## src/rtl/esc_pkg.sv

```systemverilog
package esc_pkg;
    typedef enum logic [1:0] {
        ST_IDLE  = 2'd0,
        ST_ERASE = 2'd1,
        ST_SUSP  = 2'd2
    } esc_state_e;

    typedef struct packed {
        esc_state_e st;
    } fsm_regs_t;

    typedef struct packed {
        logic req;
    } req_regs_t;
endpackage

```

## src/rtl/esc_req_reg.sv

```systemverilog
module esc_req_reg (
    input  logic clk,
    input  logic rst_n,
    input  logic wr_en_i,
    input  logic wr_val_i,
    input  logic hw_set_i,
    output logic req_next_o,
    output logic set_evt_o,
    output logic req_q_o
);
    import esc_pkg::*;

    req_regs_t r_d, r_q;

    always_comb begin
        r_d = r_q;
        if (wr_en_i) r_d.req = wr_val_i;
        // an interrupt-raised set outranks a software clear
        if (hw_set_i) r_d.req = 1'b1;
    end

    always_ff @(posedge clk or negedge rst_n) begin
        if (!rst_n) r_q <= '0;
        else        r_q <= r_d;
    end

    assign req_next_o = r_d.req;
    assign set_evt_o  = hw_set_i | (wr_en_i & wr_val_i);
    assign req_q_o    = r_q.req;
endmodule

```

## src/rtl/esc_fsm.sv

```systemverilog
module esc_fsm (
    input  logic                clk,
    input  logic                rst_n,
    input  logic                start_i,
    input  logic                done_i,
    input  logic                susp_en_i,
    input  logic                set_evt_i,
    input  logic                req_next_i,
    output esc_pkg::esc_state_e state_o
);
    import esc_pkg::*;

    fsm_regs_t f_d, f_q;

    always_comb begin
        f_d = f_q;
        unique case (f_q.st)
            ST_IDLE:  if (start_i) f_d.st = ST_ERASE;
            ST_ERASE: begin
                if (done_i)                      f_d.st = ST_IDLE;
                else if (susp_en_i && set_evt_i) f_d.st = ST_SUSP;
            end
            ST_SUSP:  if (!req_next_i) f_d.st = ST_ERASE;
            default:  f_d.st = ST_IDLE;
        endcase
    end

    always_ff @(posedge clk or negedge rst_n) begin
        if (!rst_n) f_q.st <= ST_IDLE;
        else        f_q <= f_d;
    end

    assign state_o = f_q.st;
endmodule

```

## src/rtl/erase_susp_ctrl.sv

```systemverilog
module erase_susp_ctrl (
    input  logic clk,
    input  logic rst_n,
    input  logic susp_en_i,
    input  logic mode_ew1_i,
    input  logic req_wr_en_i,
    input  logic req_wr_val_i,
    input  logic irq_pend_i,
    input  logic erase_start_i,
    input  logic erase_done_i,
    output logic pause_o,
    output logic susp_stat_o,
    output logic flash_acc_ok_o,
    output logic req_bit_o
);
    import esc_pkg::*;

    esc_state_e state;
    logic       hw_set, req_next, set_evt;

    assign hw_set = mode_ew1_i & irq_pend_i & susp_en_i & (state == ST_ERASE);

    esc_req_reg u_req (
        .clk        (clk),
        .rst_n      (rst_n),
        .wr_en_i    (req_wr_en_i),
        .wr_val_i   (req_wr_val_i),
        .hw_set_i   (hw_set),
        .req_next_o (req_next),
        .set_evt_o  (set_evt),
        .req_q_o    (req_bit_o)
    );

    esc_fsm u_fsm (
        .clk        (clk),
        .rst_n      (rst_n),
        .start_i    (erase_start_i),
        .done_i     (erase_done_i),
        .susp_en_i  (susp_en_i),
        .set_evt_i  (set_evt),
        .req_next_i (req_next),
        .state_o    (state)
    );

    assign pause_o        = (state == ST_SUSP);
    assign susp_stat_o    = (state != ST_ERASE);
    assign flash_acc_ok_o = (state != ST_ERASE);
endmodule

```

## config.mk

```make
export PLATFORM = sky130hd
export DESIGN_NAME = erase_susp_ctrl
export DESIGN_NICKNAME = d
export VERILOG_FILES = /design/src/rtl/esc_pkg.sv /design/src/rtl/esc_req_reg.sv /design/src/rtl/esc_fsm.sv /design/src/rtl/erase_susp_ctrl.sv
export SDC_FILE = /design/constraint.sdc
export NUM_CORES = 1
export LEC_CHECK = 0
export BUFFER_PORTS_ARGS = -buffer_cell sky130_fd_sc_hd__buf_2
export CAP_MARGIN = 5
export CORE_AREA = 2 2 39 41
export CTS_BUF_LIST = sky130_fd_sc_hd__clkbuf_8
export DETAILED_ROUTE_END_ITERATION = 12
export DIE_AREA = 0 0 41 43
export GPL_TIMING_DRIVEN = 0
export SLEW_MARGIN = 20
export SYNTH_ARGS = -nofsm -noshare
export SYNTH_HDL_FRONTEND = slang
export SYNTH_SLANG_ARGS = --single-unit
```

## constraint.sdc

```tcl
create_clock -name clk -period 2 [get_ports clk]
set_clock_uncertainty 0.2 [all_clocks]
set_input_delay 0.2 -clock clk [delete_from_list [all_inputs] [get_ports clk]]
set_output_delay 0.2 -clock clk [all_outputs]
set_load 0.03 [all_outputs]
```

Word level (Yosys, flattened, before mapping)
Cells that the tools add are included.
Operators by class
  equal/unequal tests: 6
  mux-type cells: 7
  bitwise operators: 5
  reductions and logical operators: 3
Operators by type and width (count)
  $mux W2: 4
  $pmux W2 S3: 1
  $and A1 B1 Y1: 4
  $ne A2 B2 Y1 const B: 2
  $ne A3 B2 Y1 const B: 1
  $reduce_and A3 Y1: 1
  $eq A2 B1 Y1 const B: 1
  $eq A2 B2 Y1 const B: 1
  $logic_not A2 Y1: 1
  $mux W1: 2
  $ne A2 B1 Y1 const B: 1
  $logic_and A1 B1 Y1: 1
  $or A1 B1 Y1: 1
Storage, ports and cells
  register bits: 3
  output and inout port bits: 4

Depth between registers and ports, before layout
  depth in word-level cells: 8
  mapped depth: 5
  depth with buffers taken out: 5

By module
Synthesis repeated with hierarchy kept, for this count alone.
Unflattened totals
  cell total of the unflattened synthesis: 20
  area total of the unflattened synthesis: 178.9 µm²
Modules (own cells, without submodules)
  esc_fsm: times used 1, cells each 11, area each 96.3 µm²
  esc_req_reg: times used 1, cells each 4, area each 43.8 µm²
  erase_susp_ctrl: times used 1, cells each 5, area each 38.8 µm²

Least setup slack after synthesis
OpenSTA, ideal clock, no wires.
  path type: reg-to-reg
  start point: reg u_fsm.f_q (netlist bit u_fsm.state_o[0])
  end point: reg u_fsm.f_q (netlist bit u_fsm.state_o[0])
  data arrival time: 1.285 ns
  data required time: 1.734 ns
  path slack: 0.449 ns
  stages on the path, launching flop included: 6
  period minus slack after synthesis: 1.551 ns
  cell sequence: dfrtp_1 > and2b_1 > inv_1 > o22ai_1 > a311oi_1 > a41o_1
On the way
  word-level cells in the longest chain between the ends: 6
Ends and longest elaborated chain
  start: declaration: RTL line esc_fsm.sv:13  | fsm_regs_t f_d, f_q;
  $eq A2 B1 Y1: RTL line esc_fsm.sv:17, erase_susp_ctrl.sv:21
  $and A1 B1 Y1: RTL line erase_susp_ctrl.sv:21  | assign hw_set = mode_ew1_i & irq_pend_i & susp_en_i & (state == ST_ERASE);
  $or A1 B1 Y1: RTL line esc_req_reg.sv:28  | assign set_evt_o = hw_set_i | (wr_en_i & wr_val_i);
  $logic_and A1 B1 Y1: RTL line esc_fsm.sv:21  | else if (susp_en_i && set_evt_i) f_d.st = ST_SUSP;
  $ne A3 B2 Y1 (no source line)
  $reduce_and A3 Y1 (no source line)
Parallel ways exist; a longest one is shown, timed or not.
A chain may end at the register's enable or synchronous reset.

Final worst setup path
  start point: reg u_fsm.f_q (netlist bit u_fsm.state_o[0])
  end point: out susp_stat_o
On the way
  word-level cells in the longest chain between the ends: 1
Ends and longest elaborated chain
  $ne A2 B1 Y1: RTL line erase_susp_ctrl.sv:46  | assign susp_stat_o = (state != ST_ERASE);
  end: declaration: RTL line erase_susp_ctrl.sv:12  | output logic susp_stat_o,
No other way between the ends.

==> flow_summary.ini <==
[critical_path]
critPathKind = flop to output port
regToRegEndpoint = u_fsm.state_o[0]
slowest_delay_ps = 390
crit_fanout = 4
worstReg2RegStart = u_fsm.state_o[0]
startpoint_type = flop
crit_chain = and2b_1 > inv_1 > buf_4 > buf_2
critical_path.endpoint_type = output port
critPathRequiredTime_ps = 1600
reg2reg_slack_ps = 520
reg2reg_depth = 4
arrival_ps = 1160
slowest_stage = dfrtp_1

[placed_design]
dp_hpwl_um = 391
port_buffers = 12
gp_congestion = 0.6867

[floorplanning]
dieArea_mm2 = 0.001763
io_pins = 13
num_rows = 14
die_y_um = 43
initial_core_util_pct = 14.20
coreArea_mm2 = 0.001384
dieWidth_um = 41

[detailed_routing]
drt-initial-drc-count = 9
route.detailed.drc = 0
num_vias = 223
viasPerCell = 4.130
ant_nets = 0
wl_met3_um = 57
wl_met2_um = 238
totalWireLength_um = 468
met1Wirelength_um = 172
highest_layer = met3
wl_per_cell_um = 8.667
first_pass_iters = 4

[finish]
final-seq-area_um2 = 75.07
drive_gt1_share_pct = 50.00
layout_commonest_cell = buf_2
final_cell_mix = buf_2, clkbuf_8, dfrtp_1
syn2layout_area_growth_pct = 68.79
multi_input_area_um2 = 106.4
num_antenna_cells = 0
fin_nets = 48
nFillCells = 167

[global_route]
antenna_found_initial = 0
grt_pass1_vias = 189
grt_max_degree = 5
grt_pass1_wl_um = 683
grt_use_total_pct = 6.237
grt_overflow = 0

[synth]
ys_warn_count = 0
synthesis.nets = 30
yosysUniqueCellTypes = 15
yosysSeqAreaShare_pct = 38.22
synth-seq-cells = 3
syn_area_um2 = 196.4
netlist_instances = 21
syn_avg_cell_area_um2 = 9.354

[cts]
clk-insertion-delay-late_ps = 210
numCtsBuffers = 3
cts_buffer_depth = 2
htreeDepth = 1
post_cts_buffers = 0
cts.sinks = 3
cts_tree = built
clkTransAtPathRegs_ps = 30
cts-root-buf = clkbuf_8

[sta]
maxSlewViolCount = 0
rsz0062_at_grt = false
hold_ws_ps = 85.71
clock.fmax_ghz = 0.6423
hold_violations = 0
tightest_slew_ps = 278.4
fin_tns_setup_ps = 0
relSlewSlack_pct = 81.44
finalSetupViolations = 0
finalCritPeriodShare_pct = 77.84
period_needed_ps = 1557

[worst_hold_path]
worstHoldEndpoint = u_req.req_q_o
hold_depth = 3
min_from = req_wr_val_i
hold_path.class = input pin to flop

[pwr]
powerDensity_mw_per_mm2 = 1194
p_leak_uw = 0.0001714
ir_drop_mv = 0.3422

[status]
outcome = complete, no violations

[run]
cap_violations = 0
-- cell families (layout without fill, tap and decap cells) --
kind of cell / count (synthesis) / after routing / share of synthesized area [%]
simple gates: 9 / 9 / 26.12
compound gates: 5 / 5 / 21.02
flops: 3 / 3 / 38.22
buf+inv: 3 / 20 / 7.641
mux: 1 / 1 / 7.005
-- repair_timing --
action	4_1_cts	5_1_grt
resized for setup	0	0
hold buffers	1	0
hold endpoints to repair	3	0
-- final cells by class --
| cell class | instances | share of cell area (%) |
|---|---|---|
| buffer | 1 | 2.264 |
| inverter | 2 | 2.264 |
| timing repair buffer | 13 | 21.13 |
| sequential | 3 | 22.64 |
| multi-input combinational | 15 | 32.08 |
| clock inverter | 1 | 1.132 |
| clock buffer | 3 | 12.45 |
| tap | 16 | 6.038 |
-- worst max-delay path by stage --
stage                          start               end  cells past startpoint
global placement    u_fsm.state_o[1]  u_fsm.state_o[0]                      5
global route        u_fsm.state_o[0]       susp_stat_o                      4
floorplan           u_fsm.state_o[0]  u_fsm.state_o[0]                      5
CTS                 u_fsm.state_o[0]       susp_stat_o                      4
finish              u_fsm.state_o[0]       susp_stat_o                      4
detailed placement  u_fsm.state_o[0]  u_fsm.state_o[0]                      4
-- metrics by stage --
stage	std cells	setup WS (ps)	area [µm²]	utilization, %	power [µW]
floorplan	21	449.1	196.4	-	189.0
global placement	49	525.5	276.5	19.98	227.5
detailed placement	49	520.7	276.5	19.98	229.1
CTS	54	427.6	331.6	23.96	402.6
global route	54	350.1	331.6	23.96	431.2
finish	54	443.1	331.6	23.96	396.0
-- report_power, final --
part | switching (µW) | leakage, µW | internal, µW
combinational | 86.4 | 0.000107 | 57.6
sequential | 9.90 | 0.0000377 | 74.1
clock | 37.6 | 0.0000269 | 130
total | 134 | 0.000171 | 262
-- critical path: cells and delay by family, from the launching register on --
kind	cells	cell delay, ps
buffers and inverters	3	390
DFF	1	390
and+or+nand+nor	1	170
-- synthesized netlist by cell type --
| cell type | number | share of area (%) |
|---|---|---|
| dfrtp_1 | 3 | 38 |
| buf_4 | 1 | 3.8 |
| a41o_1 | 1 | 5.1 |
| or2b_1 | 1 | 3.8 |
| nand4_1 | 2 | 6.4 |
| o22ai_1 | 2 | 6.4 |
| inv_2 | 1 | 1.9 |
| nand2_1 | 2 | 3.8 |
| and2b_2 | 1 | 4.5 |
| inv_1 | 1 | 1.9 |
| and2b_1 | 1 | 3.8 |
| a222oi_1 | 1 | 5.1 |
| mux2i_2 | 1 | 7.0 |
| a311oi_1 | 1 | 4.5 |
| nor2_1 | 2 | 3.8 |
-- state kept, by name, indices dropped and copies added, names as in the netlist --
| signal | cells |
|---|---|
| u_req.req_q_o | 1 |
| u_fsm.state_o | 2 |
-- routing by layer --
metal	vias to the layer above	GRT usage (%)
li1	113	-
met1	102	5.825
met2	8	9.063
met3	0	3.141
met4	0	6.000
met5	-	0
Note: power is estimated with default switching activity, not from simulation.
